<file path="src/rtl/hsg_pkg.sv">
package hsg_pkg;

    typedef enum logic [3:0] {
        ST_IDLE,
        ST_PU_RAMP,
        ST_FULL,
        ST_ARMED,
        ST_STEP_PD,
        ST_STEP_FLOAT,
        ST_STEP_RAMP,
        ST_STEP_HOLD,
        ST_FLT_START,
        ST_FLT_HOLD
    } gate_state_e;

    typedef struct packed {
        logic step_hi;
        logic out_sc;
        logic out_lo;
        logic gate90;
        logic pu_go;
    } cmp_flags_t;

    localparam int NFLAGS = $bits(cmp_flags_t);

endpackage

</file>
<file path="src/rtl/hsg_sync.sv">
module hsg_sync #(
    parameter int W      = 5,
    parameter int STAGES = 2
) (
    input  logic         clk,
    input  logic         rst_n,
    input  logic [W-1:0] d,
    output logic [W-1:0] q
);
    logic [W-1:0] pipe [STAGES];

    for (genvar k = 0; k < STAGES; k++) begin : g_stage
        if (k == 0) begin : g_first
            always_ff @(posedge clk) begin
                if (!rst_n) pipe[k] <= '0;
                else        pipe[k] <= d;
            end
        end else begin : g_next
            always_ff @(posedge clk) begin
                if (!rst_n) pipe[k] <= '0;
                else        pipe[k] <= pipe[k-1];
            end
        end
    end

    assign q = pipe[STAGES-1];
endmodule

</file>
<file path="src/rtl/hsg_timer.sv">
module hsg_timer #(
    parameter int W = 16
) (
    input  logic         clk,
    input  logic         rst_n,
    input  logic         load,
    input  logic [W-1:0] val,
    output logic         done
);
    logic [W-1:0] cnt;

    always_ff @(posedge clk) begin
        if (!rst_n)          cnt <= '0;
        else if (load)       cnt <= val;
        else if (cnt != '0)  cnt <= cnt - 1'b1;
    end

    assign done = (cnt == '0);
endmodule

</file>
<file path="src/rtl/hsg_gate_seq.sv">
module hsg_gate_seq
    import hsg_pkg::*;
#(
    parameter int CLK_MHZ = 50,
    parameter int PD_US   = 350,
    parameter int FL_US   = 650
) (
    input  logic clk,
    input  logic rst_n,
    input  logic step_hi_i,
    input  logic out_sc_i,
    input  logic out_lo_i,
    input  logic gate90_i,
    input  logic pu_go_i,
    output logic gate_pd_o,
    output logic gate_float_o,
    output logic gate_chg_o,
    output logic gate_snap_o,
    output logic pgood_o,
    output logic fault_start_o
);
    localparam int PD_CYC = CLK_MHZ * PD_US;
    localparam int FL_CYC = CLK_MHZ * FL_US;
    localparam int MAXC   = (PD_CYC > FL_CYC) ? PD_CYC : FL_CYC;
    localparam int TW     = $clog2(MAXC + 1);

    cmp_flags_t  raw, flg;
    gate_state_e state, nxt;
    logic        tmr_load, tmr_done;
    logic [TW-1:0] tmr_val;

    assign raw = '{step_hi: step_hi_i, out_sc: out_sc_i, out_lo: out_lo_i,
                   gate90: gate90_i, pu_go: pu_go_i};

    hsg_sync #(.W(NFLAGS), .STAGES(2)) u_sync (
        .clk(clk), .rst_n(rst_n), .d(raw), .q(flg)
    );

    hsg_timer #(.W(TW)) u_tmr (
        .clk(clk), .rst_n(rst_n), .load(tmr_load), .val(tmr_val), .done(tmr_done)
    );

    // next-state and timer load
    always_comb begin
        nxt      = state;
        tmr_load = 1'b0;
        tmr_val  = TW'(PD_CYC - 1);
        unique case (state)
            ST_IDLE:    if (flg.pu_go) nxt = ST_PU_RAMP;
            ST_PU_RAMP: begin
                if (flg.out_lo)      nxt = ST_FULL;
                else if (flg.gate90) nxt = ST_FLT_START;
            end
            ST_FULL: begin
                if (flg.out_sc)       nxt = ST_FLT_START;
                else if (flg.step_hi) nxt = ST_ARMED;
            end
            ST_ARMED: begin
                if (flg.out_sc) begin
                    nxt      = ST_STEP_PD;
                    tmr_load = 1'b1;
                end else if (!flg.step_hi) begin
                    nxt = ST_FULL;
                end
            end
            ST_STEP_PD: begin
                if (tmr_done) begin
                    nxt      = ST_STEP_FLOAT;
                    tmr_load = 1'b1;
                    tmr_val  = TW'(FL_CYC - 1);
                end
            end
            ST_STEP_FLOAT: if (tmr_done) nxt = ST_STEP_RAMP;
            ST_STEP_RAMP, ST_STEP_HOLD: begin
                if (flg.out_sc) begin
                    if (flg.step_hi) begin
                        nxt      = ST_STEP_PD;
                        tmr_load = 1'b1;
                    end else begin
                        nxt = ST_FLT_START;
                    end
                end else if (flg.out_lo) begin
                    nxt = ST_FULL;
                end else if (state == ST_STEP_RAMP) begin
                    if (flg.gate90) nxt = flg.step_hi ? ST_STEP_HOLD : ST_FLT_START;
                end else if (!flg.step_hi) begin
                    nxt = ST_FLT_START;
                end
            end
            ST_FLT_START: nxt = ST_FLT_HOLD;
            ST_FLT_HOLD:  nxt = ST_FLT_HOLD;
            default:      nxt = ST_IDLE;
        endcase
    end

    // state register
    always_ff @(posedge clk) begin
        if (!rst_n) state <= ST_IDLE;
        else        state <= nxt;
    end

    // Moore outputs
    always_comb begin
        gate_pd_o     = 1'b0;
        gate_float_o  = 1'b0;
        gate_chg_o    = 1'b0;
        gate_snap_o   = 1'b0;
        pgood_o       = 1'b0;
        fault_start_o = 1'b0;
        unique case (state)
            ST_IDLE:       gate_pd_o = 1'b1;
            ST_PU_RAMP:    gate_chg_o = 1'b1;
            ST_FULL,
            ST_ARMED:      begin gate_snap_o = 1'b1; pgood_o = 1'b1; end
            ST_STEP_PD:    begin gate_pd_o = 1'b1; pgood_o = 1'b1; end
            ST_STEP_FLOAT: begin gate_float_o = 1'b1; pgood_o = 1'b1; end
            ST_STEP_RAMP:  begin gate_chg_o = 1'b1; pgood_o = 1'b1; end
            ST_STEP_HOLD:  pgood_o = 1'b1;
            ST_FLT_START:  begin gate_pd_o = 1'b1; fault_start_o = 1'b1; end
            ST_FLT_HOLD:   gate_pd_o = 1'b1;
            default:       gate_pd_o = 1'b1;
        endcase
    end
endmodule

</file>
<file path="config.mk">
export PLATFORM = sky130hd
export DESIGN_NAME = hsg_gate_seq
export DESIGN_NICKNAME = d
export VERILOG_FILES = /design/src/rtl/hsg_pkg.sv /design/src/rtl/hsg_sync.sv /design/src/rtl/hsg_timer.sv /design/src/rtl/hsg_gate_seq.sv
export SDC_FILE = /design/constraint.sdc
export NUM_CORES = 1
export LEC_CHECK = 0
export BUFFER_PORTS_ARGS = -buffer_cell sky130_fd_sc_hd__buf_4
export CORE_MARGIN = 5
export CORE_UTILIZATION = 58
export DETAILED_ROUTE_END_ITERATION = 10
export GPL_TIMING_DRIVEN = 0
export PLACE_DENSITY = 0.86
export SYNTH_ARGS = -nofsm -noshare
export SYNTH_HDL_FRONTEND = slang
export SYNTH_SLANG_ARGS = --single-unit
</file>
<file path="constraint.sdc">
create_clock -name clk -period 4.1 [get_ports clk]
set_clock_uncertainty 0.05 [all_clocks]
set_input_delay 0.41 -clock clk [delete_from_list [all_inputs] [get_ports clk]]
set_output_delay 0.41 -clock clk [all_outputs]
set_load 0.005 [all_outputs]
</file>
# == Word-level counts from Yosys, hierarchy flattened ==
# Memory sizes are Yosys's and may differ from the RTL's.
# Cells that the tools add are included.
# totals
register_bits,19
ramBits,10
latchBits,0
mem_count,1
mem_bits_ro,0
input_bits,7
out_inout_bits,6
# memory_table
name,depth,width,read_ports,rd_clocked_by_memory_dff,write_ports,line,source
u_sync.pipe,2,5,2,0,2,hsg_sync.sv:10,logic [W-1:0] pipe [STAGES];
# classes
n_div,0
mul,0
eq_ne,17
bitwise,2
order_cmp,0
n_reduce_logical,11
muxes,36
shift,0
n_addsub,1
# ops
operator,count
$mux 4,16
$pmux 4 s8,1
$mux 15,2
$mux 14,2
$eq 4x3->1 const B,4
$logic_not 15->1,1
$reduce_bool 15->1,1
$sub 15x1->15 const B,1
$mux 1,12
$reduce_or 6->1,2
$mux 5,2
$ne 5x5->1 const B,2
$ne 3x3->1 const B,3
$eq 4x2->1 const B,2
$eq 4x4->1 const B,2
$reduce_and 8->1,1
$reduce_or 2->1,4
$ne 2x2->1 const B,3
$eq 4x1->1 const B,1
$logic_not 4->1,1
$pmux 1 s3,1
$or 1x1->1,2
$reduce_bool 2->1,1

# == Logic depth before layout (Yosys ltp) ==
# Gate-level depths: netlist of the first run.
# An unclocked memory read counts as a cell.
# depth
depth_word,7
ltp_mapped,7
ltp_nobuf,7

# == Modules after synthesis ==
# From an unflattened synthesis of the first run, not the netlist that was laid out.
# hier_totals
hier_cells,189
area_unflattened_um2,1582.8
# modules_own_cells
module,instances,cells_each,area_each_um2
hsg_timer,1,101,853.3
hsg_gate_seq,1,68,466.7
hsg_sync,1,20,262.8

# == Worst setup path after synthesis of the first run ==
# No wires, ideal clock.
# synth_path
path_kind,register to register
from,reg u_tmr.cnt[0]
to,reg state[2]
t_arrival_ps,1636
setup_slack_ps,2326
stages_incl_launch_ff,8
synth_period_minus_slack_ps,1774
path_cell_list,dfxtp_1 > inv_1 > ha_1 > nor4b_2 > nand4_4 > a22oi_4 > nand2_2 > o32ai_2
# synth_via
elab_chain_cells,3
# synth_lines
element,line,source
from (decl),hsg_timer.sv:10,logic [W-1:0] cnt;
from (signal assigned),hsg_timer.sv:14,else if (load) cnt <= val;
from (signal assigned),hsg_timer.sv:15,else if (cnt != '0) cnt <= cnt - 1'b1;
$logic_not 15->1 (*),hsg_timer.sv:18,assign done = (cnt == '0);
$ne 2x2->1 (no source line),-,
$reduce_and 8->1 (no source line) (*),-,
to (signal assigned),hsg_gate_seq.sv:99,else state <= nxt;
to (decl),hsg_gate_seq.sv:28,"gate_state_e state, nxt;"
# Every way passes the cells marked *; elsewhere a longest branch is shown, timed or not.
# A chain may end at the register's enable or synchronous reset.

# == Worst setup path after layout of the first run ==
# layout_path
from,reg state[1]
to,out gate_float_o
# layout_via
elab_chain_cells,2
# layout_lines
element,line,source
$eq 4x3->1,hsg_gate_seq.sv:110,unique case (state)
$mux 1,hsg_gate_seq.sv:110,
to (decl),hsg_gate_seq.sv:16,"output logic gate_float_o,"
# No other way between the ends.

==> metrics.cfg, run 1 <==
[timing]
period_needed_ns = 2.062
drv_slew = 0
rsz0062_at_grt = false
setup_viol = 0
timing.fmax_mhz = 484.9
slew_headroom_pct = 63.01
tns_ns = 0
fin_hold_ws_ns = 0.2405
worst_pin_slew_ns = 0.5503
hold_viol_final = 0
finalCritPeriodShare_pct = 50.30

[final_layout]
fillers = 217
diodes = 0
area_delta_synth_final_pct = 11.89
drive_gt1_share_pct = 19.07
num-nets-final = 203
fin_util_pct = 68.77
stdcell_area_sq_um = 1719

[worst_setup_path]
startpoint = state[1]$_SDFFE_PN0P_
worstSetupEndpointType = primary output
worstSetupPathType = flip-flop to primary output
crit_required_ns = 3.64
critical_path_arrival_ns = 1.60
cp_max_fo = 10
cp-start-kind = flip-flop
reg2reg_from = u_tmr.cnt[0]$_SDFFE_PN0P_

[power]
p_sw_uw = 420.6
p_int_uw = 634.9
p_leak_nw = 0.6823
power_frac_clock_pct = 16.2
power_frac_seq_pct = 37.8
swShare_pct = 39.85
peakVddDrop_uv = 445.8
total_power_mw = 1.056
comb_power_share_pct = 46.0
powerDensity_nw_per_um2 = 614.0

[global_route]
gr-total-overflow = 0
grt_max_degree = 11
grt_pass1_vias = 1278
antenna_found_initial = 0
grt_pass1_wl_microns = 5713
grt_usage_pct = 20.89

[cts]
cts_setup_buffers = 0
clkSinkCount = 29
clockBufferDepth = 2
postCtsHoldBufs = 0
htreeDepth = 2
cts_repair_resize_count = 0
cts_tree = done
cts_inserted_buffers = 5
cts_root_buf = clkbuf_4
clock_latency_ns = 0.33
cts.clk_slew.worst_paths_ns = 0.08

[route]
routed_wl_microns = 3296
vias = 1377
drt_iter0_drc = 88
drc = 0
vias_per_cell = 6.147
ant_nets = 0
avgRoutedWirePerCell_microns = 14.71
dr.pass1.iters = 5

[synthesis]
synthArstFlopShare_pct = 0
synth_compound_area_share_pct = 18.08
yosysTopAreaCell = dfxtp_1
synth_adder_area_share_pct = 1.629
synth-simple-area-share_pct = 33.63
synth_edf_count = 0
synth_warnings = 0
synth_seq_cells = 29
synth_top_family_by_area = simple AND/OR/NAND/NOR gates
synth_top_cells_by_count = 29 x dfxtp_1, 12 x and2_1, 12 x nand2_1
ys_seq_area_share_pct = 37.79
synth.most_common_cell = dfxtp_1
yosys.area.top_type_share_pct = 37.79
syn_nets = 184
ys_types = 53
syn_area_sq_um = 1536
synth_area_leaders = dfxtp_1 38%, and2_1 4.9%, a21oi_1 3.6%
muxShareOfSynthArea_pct = 1.384
synthCells = 175
synthXorXnorAreaFrac_pct = 3.990
synth.avg_cell_area_sq_um = 8.780
synth_flop_cell = dfxtp_1

[job]
maxCapViolations = 0

[floorplanning]
start_util_pct = 61.46
dieWidth_microns = 61.47
chipHeight_microns = 61.47
num_rows = 18
fp.coreArea_sq_um = 2500
dieArea_sq_um = 3779
ios = 13

[placed_design]
port_buffers = 12
dp_hpwl_microns = 2478
gp_congestion = 0.9105
dpl_cell_area_sq_um = 1664

[min_path]
hp-class = input pin to flip-flop
hp-start = out_lo_i

[status]
outcome = complete, no violations

-- critical path, cell delays in order (launching register included) --
cell     delay [ns]
dfxtp_1        0.38
buf_4          0.19
or3b_2         0.48
nor2_1         0.11
buf_4          0.12
-- stage by stage --
step	instances	setup WS (ns)
after floorplan	175	2.326
after global placement	217	2.157
after detailed placement	217	2.103
after CTS	224	2.034
after global routing	224	1.949
final	224	2.038
-- final cells by class --
type | count | area [sq um] | area share [%]
inverters | 5 | 18.77 | 1.092
clock buffers | 7 | 55.05 | 3.202
flip-flops and latches | 29 | 580.6 | 33.77
multi-input cells | 135 | 902.1 | 52.47
repair buffers | 12 | 90.09 | 5.240
well taps | 30 | 37.54 | 2.183
plain buffers | 6 | 35.03 | 2.038
-- registers in the layout, indices dropped and copies added (netlist names) --
| signal | flops |
|---|---|
| u_tmr.cnt | 15 |
| state | 4 |
| u_sync.pipe | 10 |
-- path summary, 6_finish.rpt --
| kind | depth (start not counted) | endpoint | slack [ns] |
|---|---|---|---|
| setup reg to reg | 7 | state[2]$_SDFFE_PN0P_ | 2.09 |
| hold / removal | 2 | u_sync.pipe[0][2]$_SDFF_PN0_ | 0.24 |
| hold reg to reg | 1 | u_sync.pipe[1][2]$_SDFF_PN0_ | 0.38 |
| setup / recovery | 4 | gate_float_o | 2.04 |
-- cells in the final DEF (no fill, tap or decap), types with 4 or more instances in the layout --
cell / synthesis / layout
a21oi_1: 11 / 11
xnor2_1: 4 / 4
nand2b_1: 6 / 6
nand3_1: 7 / 7
dfxtp_1: 29 / 29
clkbuf_4: 0 / 5
and2_1: 12 / 12
nand2_1: 12 / 12
inv_1: 4 / 4
and3_1: 4 / 4
buf_4: 3 / 15
nor2_1: 9 / 9
nor3_1: 7 / 7
o21ai_0: 11 / 11
-- kinds of logic after synthesis --
kind of cell | count (synthesis)
DFF | 29
and+or+nand+nor | 83
xor gates and xnor gates | 7
buffers and inverters | 11
adders and majority gates | 2
muxes | 2
AOI/OAI and AO/OA | 41
-- per-layer routing --
| layer | track usage [%] | vias to the layer above | part of all wire (%) | wire [microns] |
|---|---|---|---|---|
| li1 | - | 671 | - | - |
| met4 | 8.485 | 0 | 1.8 | 59 |
| met3 | 7.338 | 9 | 7.5 | 246 |
| met1 | 26.18 | 639 | 44 | 1453 |
| met2 | 32.78 | 58 | 47 | 1536 |
| met5 | 0 | - | 0 | 0 |
-- power groups by stage --
stage / sequential (mW) / clock (mW) / combinational, mW
floorplan: 0.388 / 0 / 0.381
finish: 0.399 / 0.171 / 0.485
CTS: 0.397 / 0.177 / 0.480
global route: 0.407 / 0.190 / 0.538
detailed placement: 0.404 / 0 / 0.477
global placement: 0.398 / 0 / 0.458
No activity file was read; power rests on OpenSTA's default activity.
==> run 2, diff against run 1 <==
--- a/config.mk
+++ b/config.mk
@@ -7,10 +7,10 @@
 export LEC_CHECK = 0
 export BUFFER_PORTS_ARGS = -buffer_cell sky130_fd_sc_hd__buf_4
 export CORE_MARGIN = 5
-export CORE_UTILIZATION = 58
+export CORE_UTILIZATION = 52
 export DETAILED_ROUTE_END_ITERATION = 10
 export GPL_TIMING_DRIVEN = 0
-export PLACE_DENSITY = 0.86
+export PLACE_DENSITY = 0.82
 export SYNTH_ARGS = -nofsm -noshare
 export SYNTH_HDL_FRONTEND = slang
 export SYNTH_SLANG_ARGS = --single-unit
==> constraint.sdc (replaced) <==
create_clock -name clk -period 1.8 [get_ports clk]
set_clock_uncertainty 0.05 [all_clocks]
set_input_delay 0.18 -clock clk [delete_from_list [all_inputs] [get_ports clk]]
set_output_delay 0.18 -clock clk [all_outputs]
set_load 0.005 [all_outputs]
==> metrics.cfg, run 2 (synthesis gave the netlist of run 1 again) <==
[timing]
worst_pin_slew_ns = 0.5508  ; was 0.5503 ns
rsz0062_at_grt = true  ; was false
finalCritPeriodShare_pct = 100.7
timing.fmax_mhz = 551.9
setup_viol = 2  ; was 0
period_needed_ns = 1.812
slew_headroom_pct = 63.20  ; was 63.01%
drv_slew = 0  ; unchanged
fin_ws_ns = -0.01178  ; was 2.038 ns
hold_viol_final = 0  ; unchanged

[final_layout]
fin_cells = 232  ; was 224
drive_gt1_share_pct = 33.33  ; was 19.07%
top_regs = u_tmr.cnt x15, u_sync.pipe x10, state x4  ; unchanged
final_cell_mix = 26 x dfxtp_1, 21 x buf_4, 12 x nand2_1  ; was 29 x dfxtp_1, 15 x buf_4, 12 x nand2_1, 12 x and2_1
diodes = 0  ; unchanged
largest_register_ffs = 15  ; unchanged
stdcell_area_sq_um = 1912  ; was 1719 sq um
regMostFlops = u_tmr.cnt  ; unchanged
num-nets-final = 210  ; was 203
final_common_cell = dfxtp_1  ; unchanged
fillers = 220  ; was 217
area_delta_synth_final_pct = 24.43  ; was 11.89%

[power]
peakVddDrop_uv = 656.8  ; was 445.8 uV
powerDensity_nw_per_um2 = 1428  ; was 614.0 nW/um^2
p_leak_nw = 0.7567  ; was 0.6823 nW

[worst_setup_path]
worstSetupPathType = flip-flop to flip-flop  ; was flip-flop to primary output
reg2regPathDepth = 5  ; was 7
cp_max_fo = 6  ; was 10
crit_chain = nor4_2 -> nand3_1 -> nor4_1 -> xnor2_1 -> o21ai_1  ; was buf_4 -> or3b_2 -> nor2_1 -> buf_4
reg2reg_to = u_tmr.cnt[13]$_SDFFE_PN0P_  ; was state[2]$_SDFFE_PN0P_
critical_path_arrival_ns = 1.97  ; was 1.60 ns
cp-start-kind = flip-flop  ; unchanged
startpoint = u_tmr.cnt[2]$_SDFFE_PN0P_  ; was state[1]$_SDFFE_PN0P_
reg2reg_slack_ns = -0.01  ; was 2.09 ns
cp_slowest_stage_delay_ns = 0.50  ; was 0.48 ns
reg2reg_from = u_tmr.cnt[2]$_SDFFE_PN0P_  ; was u_tmr.cnt[0]$_SDFFE_PN0P_
endpoint = u_tmr.cnt[13]$_SDFFE_PN0P_  ; was gate_float_o
worstSetupEndpointType = flip-flop  ; was primary output
crit_required_ns = 1.96  ; was 3.64 ns
cpMaxStageDelayCell = nor4_2  ; was or3b_2

[status]
violations = setup timing
outcome = finished with violations  ; was complete, no violations

[cts]
clock_latency_ns = 0.32  ; was 0.33 ns
htreeDepth = 2  ; unchanged
clkSinkCount = 29  ; unchanged
clockBufferDepth = 2  ; unchanged
cts_tree = done  ; unchanged
cts.clk_slew.worst_paths_ns = 0.09  ; was 0.08 ns
cts_inserted_buffers = 5  ; unchanged
cts_root_buf = clkbuf_4  ; unchanged

[global_route]
grt_usage_pct = 17.86  ; was 20.89%
antenna_found_initial = 0  ; unchanged
grt_pass1_wl_microns = 5899  ; was 5713 microns
grt_max_degree = 11  ; unchanged
grt_pass1_vias = 1285  ; was 1278
gr-total-overflow = 0  ; unchanged

[floorplanning]
dieWidth_microns = 64.36  ; was 61.47 microns
fp.coreArea_sq_um = 2805  ; was 2500 sq um
num_rows = 19  ; was 18
chipHeight_microns = 64.36  ; was 61.47 microns
start_util_pct = 54.77  ; was 61.46%
dieArea_sq_um = 4142  ; was 3779 sq um
ios = 13  ; unchanged

[route]
vias_per_cell = 6.026  ; was 6.147
routed_wl_microns = 3632  ; was 3296 microns
dr.pass1.iters = 4  ; was 5
drt_iter0_drc = 77  ; was 88
avgRoutedWirePerCell_microns = 15.66  ; was 14.71 microns
drc = 0  ; unchanged
vias = 1398  ; was 1377
ant_nets = 0  ; unchanged

[placed_design]
place_ws_ns = -0.2442  ; was 2.103 ns
port_buffers = 12  ; unchanged
dpl_cell_area_sq_um = 1665  ; was 1664 sq um
gp_congestion = 0.9201  ; was 0.9105
place_inst = 218  ; was 217
dp_hpwl_microns = 2459  ; was 2478 microns

[min_path]
hp-start = gate90_i  ; was out_lo_i
hp-class = input pin to flip-flop  ; unchanged

[job]
maxCapViolations = 0  ; unchanged

-- run 2: stage by stage --
stage | TNS, ns | utilization (%) | power, mW | hold slack [ns]
CTS | -0.01865 | 62.71 | 2.479 | 0.007705
global route | -0.7480 | 68.15 | 2.933 | 0.006089
global placement | -1.061 | 59.37 | 1.943 | 0.3368
detailed placement | -2.050 | 59.37 | 1.993 | 0.3426
finish | -0.02336 | 68.15 | 2.730 | 0.01911
floorplan | 0 | - | 1.750 | 0.2517
-- run 2: critical path: cells and delay by family, from the launching register on --
kind / cells / cell delay, ns
AND/OR/NAND/NOR: 3 / 1.00
XOR/XNOR: 1 / 0.17
flip-flops: 1 / 0.41
AO/OA/AOI/OAI: 1 / 0.07
-- run 2: per-layer routing --
metal | wire, microns | vias to the layer above | GRT usage (%)
li1 | - | 681 | -
met4 | 70 | 0 | 4.749
met2 | 1776 | 53 | 30.03
met3 | 253 | 9 | 4.729
met5 | 0 | - | 0
met1 | 1532 | 655 | 22.63
-- run 2: where the power goes --
part	total (mW)	switching [mW]	internal, mW
sequential	0.962	0.189	0.774
clock	0.395	0.211	0.184
combinational	1.37	0.686	0.687
total	2.73	1.09	1.64
-- run 2: timing repair --
item,in CTS,in global routing
gates resized for setup,11,31
setup buffers,1,6
pin swaps,3,11
hold buffers,0,0
endpoints found under the setup margin,18,19
-- run 2: area by class of cell --
class	count	area, sq um	share of cell area, %
Buffer	6	40.04	2.094
Timing Repair Buffer	19	142.6	7.461
Inverter	5	23.77	1.243
Multi-Input combinational cell	135	1020	53.34
Sequential cell	29	591.8	30.96
Tap cell	31	38.79	2.029
Clock buffer	7	55.05	2.880
-- run 2: worst min path at each step --
stage                                         to  slack (ns)  cells after the start
finish              u_sync.pipe[0][1]$_SDFF_PN0_        0.02                      2
global route        u_sync.pipe[0][3]$_SDFF_PN0_       0.006                      2
CTS                 u_sync.pipe[0][1]$_SDFF_PN0_       0.008                      2
detailed placement  u_sync.pipe[0][1]$_SDFF_PN0_        0.34                      2
global placement    u_sync.pipe[0][4]$_SDFF_PN0_        0.34                      2
floorplan           u_sync.pipe[1][4]$_SDFF_PN0_        0.25                      1
